File: config.mk
export PLATFORM = sky130hd
export DESIGN_NAME = clk_req_gate_net
export DESIGN_NICKNAME = d
export VERILOG_FILES = /design/src/rtl/cgn_pkg.sv /design/src/rtl/cgn_bus_stage.sv /design/src/rtl/cgn_gen_stage.sv /design/src/rtl/cgn_src_stage.sv /design/src/rtl/clk_req_gate_net.sv
export SDC_FILE = /design/constraint.sdc
export NUM_CORES = 1
export LEC_CHECK = 0
export CORE_MARGIN = 5
export CORE_UTILIZATION = 33
export CTS_CLUSTER_SIZE = 28
export DETAILED_ROUTE_END_ITERATION = 8
export GPL_ROUTABILITY_DRIVEN = 0
export GPL_TIMING_DRIVEN = 1
export PLACE_DENSITY = 0.77
export SYNTH_ARGS = -nofsm -noshare
export SYNTH_HDL_FRONTEND = slang
export SYNTH_HIERARCHICAL = 1
export SYNTH_SLANG_ARGS = --single-unit
export TNS_END_PERCENT = 10
File: constraint.sdc
create_clock -name clk -period 0.8 [get_ports clk]
set_input_delay 0.08 -clock clk [delete_from_list [all_inputs] [get_ports clk]]
set_output_delay 0.08 -clock clk [all_outputs]
set_load 0.01 [all_outputs]
File: src/rtl/cgn_pkg.sv
package cgn_pkg;

  typedef enum logic [1:0] {
    LVL_ACTIVE    = 2'd0,
    LVL_IDLE_FULL = 2'd1,
    LVL_IDLE_LEAN = 2'd2,
    LVL_STANDBY   = 2'd3
  } sleep_lvl_e;

  // Bus gate rule for one peripheral.
  function automatic logic bus_rule(sleep_lvl_e lvl, logic req, logic free_run);
    logic r;
    case (lvl)
      LVL_ACTIVE:    r = 1'b1;
      LVL_IDLE_FULL: r = req | free_run;
      default:       r = req;
    endcase
    return r;
  endfunction

  // Generator rule; is_main marks generator 0.
  function automatic logic gen_rule(logic is_main, sleep_lvl_e lvl, logic demand,
                                    logic any_bus, logic run_stby);
    logic r;
    if (lvl != LVL_STANDBY) r = is_main ? 1'b1 : demand;
    else if (is_main)       r = any_bus | (run_stby & demand);
    else                    r = run_stby & demand;
    return r;
  endfunction

  // Source rule.
  function automatic logic src_rule(sleep_lvl_e lvl, logic demand, logic on_demand,
                                    logic run_stby);
    logic r;
    if (lvl == LVL_STANDBY && !run_stby) r = 1'b0;
    else                                 r = on_demand ? demand : 1'b1;
    return r;
  endfunction

endpackage

File: src/rtl/cgn_bus_stage.sv
module cgn_bus_stage
  import cgn_pkg::*;
#(
  parameter int unsigned N_PERIPH      = 4,
  parameter logic [31:0] FREE_BUS_MASK = 32'h0000_0004
) (
  input  sleep_lvl_e          lvl,
  input  logic [N_PERIPH-1:0] bus_req,
  output logic [N_PERIPH-1:0] bus_nxt,
  output logic                any_bus
);
  localparam logic [N_PERIPH-1:0] FREE = FREE_BUS_MASK[N_PERIPH-1:0];

  for (genvar p = 0; p < N_PERIPH; p++) begin : g_bus
    assign bus_nxt[p] = bus_rule(lvl, bus_req[p], FREE[p]);
  end

  assign any_bus = |bus_req;
endmodule

File: src/rtl/cgn_gen_stage.sv
module cgn_gen_stage
  import cgn_pkg::*;
#(
  parameter int unsigned N_PERIPH = 4,
  parameter int unsigned N_GEN    = 3,
  parameter int unsigned GW       = 2
) (
  input  sleep_lvl_e             lvl,
  input  logic [N_PERIPH-1:0]    gen_req,
  input  logic [N_PERIPH*GW-1:0] gen_sel,
  input  logic [N_GEN-1:0]       run_stby,
  input  logic                   any_bus,
  output logic [N_GEN-1:0]       demand,
  output logic [N_GEN-1:0]       gen_nxt
);
  for (genvar g = 0; g < N_GEN; g++) begin : g_gen
    logic hit;
    always_comb begin
      hit = 1'b0;
      for (int p = 0; p < N_PERIPH; p++) begin
        if (gen_req[p] && (gen_sel[p*GW +: GW] == GW'(g))) hit = 1'b1;
      end
    end
    assign demand[g]  = hit;
    assign gen_nxt[g] = gen_rule((g == 0), lvl, hit, any_bus, run_stby[g]);
  end
endmodule

File: src/rtl/cgn_src_stage.sv
module cgn_src_stage
  import cgn_pkg::*;
#(
  parameter int unsigned N_GEN = 3,
  parameter int unsigned N_SRC = 3,
  parameter int unsigned SW    = 2
) (
  input  sleep_lvl_e          lvl,
  input  logic [N_GEN-1:0]    gen_nxt,
  input  logic [N_GEN*SW-1:0] src_sel,
  input  logic [N_SRC-1:0]    on_demand,
  input  logic [N_SRC-1:0]    run_stby,
  output logic [N_SRC-1:0]    demand,
  output logic [N_SRC-1:0]    src_nxt
);
  for (genvar s = 0; s < N_SRC; s++) begin : g_src
    logic hit;
    always_comb begin
      hit = 1'b0;
      for (int g = 0; g < N_GEN; g++) begin
        if (gen_nxt[g] && (src_sel[g*SW +: SW] == SW'(s))) hit = 1'b1;
      end
    end
    assign demand[s]  = hit;
    assign src_nxt[s] = src_rule(lvl, hit, on_demand[s], run_stby[s]);
  end
endmodule

File: src/rtl/clk_req_gate_net.sv
module clk_req_gate_net
  import cgn_pkg::*;
#(
  parameter int unsigned N_PERIPH      = 4,
  parameter int unsigned N_GEN         = 3,
  parameter int unsigned N_SRC         = 3,
  parameter logic [31:0] FREE_BUS_MASK = 32'h0000_0004,
  localparam int unsigned GW = (N_GEN > 1) ? $clog2(N_GEN) : 1,
  localparam int unsigned SW = (N_SRC > 1) ? $clog2(N_SRC) : 1
) (
  input  logic                   clk,
  input  logic                   rst_n,
  input  logic [1:0]             sleep_lvl,
  input  logic [N_PERIPH-1:0]    periph_gen_req,
  input  logic [N_PERIPH-1:0]    periph_bus_req,
  input  logic [N_PERIPH*GW-1:0] periph_gen_sel,
  input  logic [N_GEN*SW-1:0]    gen_src_sel,
  input  logic [N_GEN-1:0]       gen_run_stby,
  input  logic [N_SRC-1:0]       src_run_stby,
  input  logic [N_SRC-1:0]       src_on_demand,
  output logic [N_PERIPH-1:0]    bus_en,
  output logic [N_GEN-1:0]       gen_en,
  output logic [N_SRC-1:0]       src_en
);
  sleep_lvl_e            lvl;
  logic [N_PERIPH-1:0]   bus_nxt;
  logic                  any_bus;
  logic [N_GEN-1:0]      gen_demand;
  logic [N_GEN-1:0]      gen_nxt;
  logic [N_SRC-1:0]      src_demand;
  logic [N_SRC-1:0]      src_nxt;

  assign lvl = sleep_lvl_e'(sleep_lvl);

  cgn_bus_stage #(.N_PERIPH(N_PERIPH), .FREE_BUS_MASK(FREE_BUS_MASK)) u_bus (
    .lvl(lvl), .bus_req(periph_bus_req), .bus_nxt(bus_nxt), .any_bus(any_bus)
  );

  cgn_gen_stage #(.N_PERIPH(N_PERIPH), .N_GEN(N_GEN), .GW(GW)) u_gen (
    .lvl(lvl), .gen_req(periph_gen_req), .gen_sel(periph_gen_sel),
    .run_stby(gen_run_stby), .any_bus(any_bus),
    .demand(gen_demand), .gen_nxt(gen_nxt)
  );

  cgn_src_stage #(.N_GEN(N_GEN), .N_SRC(N_SRC), .SW(SW)) u_src (
    .lvl(lvl), .gen_nxt(gen_nxt), .src_sel(gen_src_sel),
    .on_demand(src_on_demand), .run_stby(src_run_stby),
    .demand(src_demand), .src_nxt(src_nxt)
  );

  always_ff @(posedge clk or negedge rst_n) begin
    if (!rst_n) begin
      bus_en <= '0;
      gen_en <= '0;
      src_en <= '0;
    end else begin
      bus_en <= bus_nxt;
      gen_en <= gen_nxt;
      src_en <= src_nxt;
    end
  end
endmodule

Word-level counts from Yosys, hierarchy flattened
Cells that the tools add are included.

Eq/ne operators: 17. Multiplexer cells: 34. Bitwise gates (word level): 4. Reductions and logical operators: 37.

Operator list (number): two-way mux 1 bit (34); logical AND 1 bit (24); == test 2 x 1 -> 1 bit (second input constant) (8); == test 2 bit (second input constant) (8); zero test 2 bit (8); OR reduction 4 bit (1); AND 1 bit (3); zero test 1 bit (3); inequality test 2 bit (second input constant) (1); OR reduction 2 bit (1); OR 1 bit (1).

Input bits: 35. Output and inout bits: 10. Logic and storage cells: 95. Register bits: 10.

Logic depth before layout (Yosys ltp)
Depth in word-level cells: 15. Depth in mapped cells: 5. Depth with buffers taken out: 5.

Modules after synthesis
Netlist, hierarchy kept.

By module, submodules not included: clk_req_gate_net (times used 1, area each 250.2 um^2, cells an instance 10, seq. area each 250.2 um^2); cgn_gen_stage (times used 1, area each 173.9 um^2, cells an instance 27, seq. area each 0.0 um^2); cgn_src_stage (times used 1, area each 168.9 um^2, cells an instance 21, seq. area each 0.0 um^2); cgn_bus_stage (times used 1, area each 36.3 um^2, cells an instance 5, seq. area each 0.0 um^2).

Worst setup path after synthesis
No wires, ideal clock.

Kind: input port to flip-flop. Start: in periph_gen_req[0]. End: reg src_en[0]. Path slack: -0.664 ns. Arrival time: 1.328 ns. Required time: 0.664 ns. Library setup time: 0.136 ns. Cell stages on the path: 5. Path buffers: 0. Cell sequence: nor3b_1 -> or4_4 -> a211o_1 -> or3b_1 -> a41oi_2.

Longest elaborated chain between the ends: 14. Elaborated cells on any way between the ends: 30. Those cells by class: 20 x mux; 4 x bitwise; 6 x reduce/logical.

RTL lines: from (decl) (RTL line clk_req_gate_net.sv:14) `input logic [N_PERIPH-1:0] periph_gen_req,`; logical AND 1 bit (RTL line cgn_gen_stage.sv:21) `if (gen_req[p] && (gen_sel[p*GW +: GW] == GW'(g))) hit = 1'b1;`; two-way mux 1 bit (4 in a row) (RTL line cgn_gen_stage.sv:21); via u_gen.g_gen[0].hit (RTL line cgn_gen_stage.sv:17) `logic hit;`; AND 1 bit (RTL line cgn_pkg.sv:26) `else if (is_main) r = any_bus | (run_stby & demand);`; OR 1 bit (RTL line cgn_pkg.sv:26); two-way mux 1 bit (RTL line cgn_pkg.sv:25) `if (lvl != LVL_STANDBY) r = is_main ? 1'b1 : demand;`; via gen_nxt[0] (RTL line clk_req_gate_net.sv:29) `logic [N_GEN-1:0] gen_nxt;`; logical AND 1 bit (RTL line cgn_src_stage.sv:21) `if (gen_nxt[g] && (src_sel[g*SW +: SW] == SW'(s))) hit = 1'b1;`; two-way mux 1 bit (3 in a row) (RTL line cgn_src_stage.sv:21); two-way mux 1 bit (RTL line cgn_pkg.sv:36) `else r = on_demand ? demand : 1'b1;`; two-way mux 1 bit (RTL line cgn_pkg.sv:35) `if (lvl == LVL_STANDBY && !run_stby) r = 1'b0;`; via src_nxt[0] (RTL line clk_req_gate_net.sv:31) `logic [N_SRC-1:0] src_nxt;`; to (signal assigned) (RTL line clk_req_gate_net.sv:59) `src_en <= src_nxt;`; to (decl) (RTL line clk_req_gate_net.sv:23) `output logic [N_SRC-1:0] src_en`.

The timed path passes the listed nets, and every way through them passes these cells.

Worst setup path in the final report
Same ends and word-level chain as after synthesis.

==> metrics.txt <==
DRC 0; total number of vias about 660; critical path type primary input to register; WL met3 217 µm; Slew Limit Headroom around 89%; GRT Util Overall between 10% and 20%; Max Fclk about 0.76 GHz; fillers 128; Worst-Margin Slew about 0.16 ns; vias per std cell slightly above 5; Synth Instances 52; die extent in y 51.2 µm; total die area ~0.0026 mm²; Final Worst Setup Slack -0.518 ns; syn nets 87; Rows 14; I/O Buffers between 40 and 50; Max VDD drop 0.612 mV; most frequent cells in the layout clkdlybuf4s50_1, buf_2, buf_4; global-route wire length before repair just under 3000 µm; final setup violation count 15; Slew Limit Fails 0; Initial DRC Count 5; Synth Area per Inst ~11 µm²; Clock Tree Buf Depth 2; Setup WS pre-CTS -1.08 ns; YS warnings 6; Core Region roughly 0.0016 mm²; TritonCTS clock tree yes; violated checks setup timing; run status complete, but fails checks; total iterations of the first detailed-routing run 4; top sig layer met3; CTS Buf Count 3; Design Area, Final ~0.0011 mm²; Max stage delay on crit path around 0.52 ns; diodes inserted 0; H-Tree Depth 1; max-cap viol count 0; root buffer cell clkbuf_4; Setup crit end src_en[0]; cts hold-fix bufs 0; Critical path origin periph_gen_req[0]; initial antenna violation count 0; Pwr Density approximately 1300 mW/mm²; area delta synth->final 100%; Req. time, crit path about 0.93 ns; Die X-Extent about 50 µm; startpoint types primary input; final cycle utilization of the critical path 165%; io pins 45; met2 routed WL just over 1000 µm; CTS clk-pin slew, worst paths 0.06 ns; share of layout cells above drive strength 1 between 40% and 50%; post-layout min period between 1 and 1.5 ns; number of global-route vias before repair 669; commonest non-fill, non-tap cell in the layout clkdlybuf4s50_1; routed wire length per instance 14.9 µm; Critical Path Slowest Stage Cell or4_4; CP Max Fanout 4; HP Class primary input to async pin; Post-DP Area approximately 0.0011 mm²; Nets approximately 150; clk sink count 10; total global routing overflow 0; area of the multi-input gates between 300 and 400 µm²; largest net degree at the start of global routing 11; Final Hold Fails 0; post-layout util between 70% and 80%; unrepaired setup endpoints after global routing true; Initial Util 36.0%; DRT antenna net count 0; CP Data Arrival Time 1.45 ns; Mapped Area 561 µm²; P_leak roughly 0.51 nW; FF+latch area approximately 250 µm²; CP endpoint kind register; worst hold slack 0.111 ns; worst-path cell chain buf_8, nor3b_4, or4_4, a211o_1, or3b_4, a41oi_2; met1 wire length 661 µm; final wirelength between 1500 and 2000 µm
per-layer routing:
| metal | vias up | GRT usage (%) |
|---|---|---|
| met5 | - | 0 |
| met4 | 0 | 5.24 |
| met3 | 0 | 3.78 |
| met2 | 34 | 29.4 |
| met1 | 304 | 14.5 |
| li1 | 321 | - |
power by group:
group / internal, mW / switching, mW
clock network: 0.276 / 0.160
registers: 0.543 / 0.00955
logic: 0.278 / 0.167
cell type report:
| class | count | share of cell area (%) |
|---|---|---|
| clock buffer | 4 | 3.24 |
| tap | 16 | 1.79 |
| sequential | 10 | 22.3 |
| multi-input combinational | 39 | 31.7 |
| inverter | 3 | 1.00 |
| timing repair buffer | 56 | 40.0 |
critical path, delay by kind of cell:
kind	cells	cell delay, ns
AND/OR/NAND/NOR	3	0.90
buffers and inverters	1	0.10
AO/OA/AOI/OAI	2	0.39
worst min-delay path by stage:
| stage | from | to | cells past startpoint |
|---|---|---|---|
| floorplan | rst_n | bus_en[0] | 0 |
| global placement | rst_n | bus_en[0] | 2 |
| detailed placement | rst_n | bus_en[0] | 2 |
| CTS | rst_n | src_en[0] | 2 |
| global route | rst_n | src_en[0] | 2 |
| finish | rst_n | src_en[0] | 2 |
state kept, by name, summed over array words and instances (netlist names):
register,flops
gen_en,3
src_en,3
bus_en,4
through the flow:
stage	std cells	setup TNS [ns]	total power [mW]
after floorplan	52	-1.94	0.681
final	128	-1.81	1.43
after CTS	127	-2.01	1.42
after global placement	122	-6.47	1.01
after global routing	128	-2.35	1.51
after detailed placement	122	-6.60	1.02
timing repair:
| item | 4_1_cts | 5_1_grt |
|---|---|---|
| pin swaps | 7 | 4 |
| setup endpoints to repair | 16 | 16 |
| resized for setup | 90 | 17 |
| setup buffers | 1 | 1 |
Power figures use the tool's default switching activity.
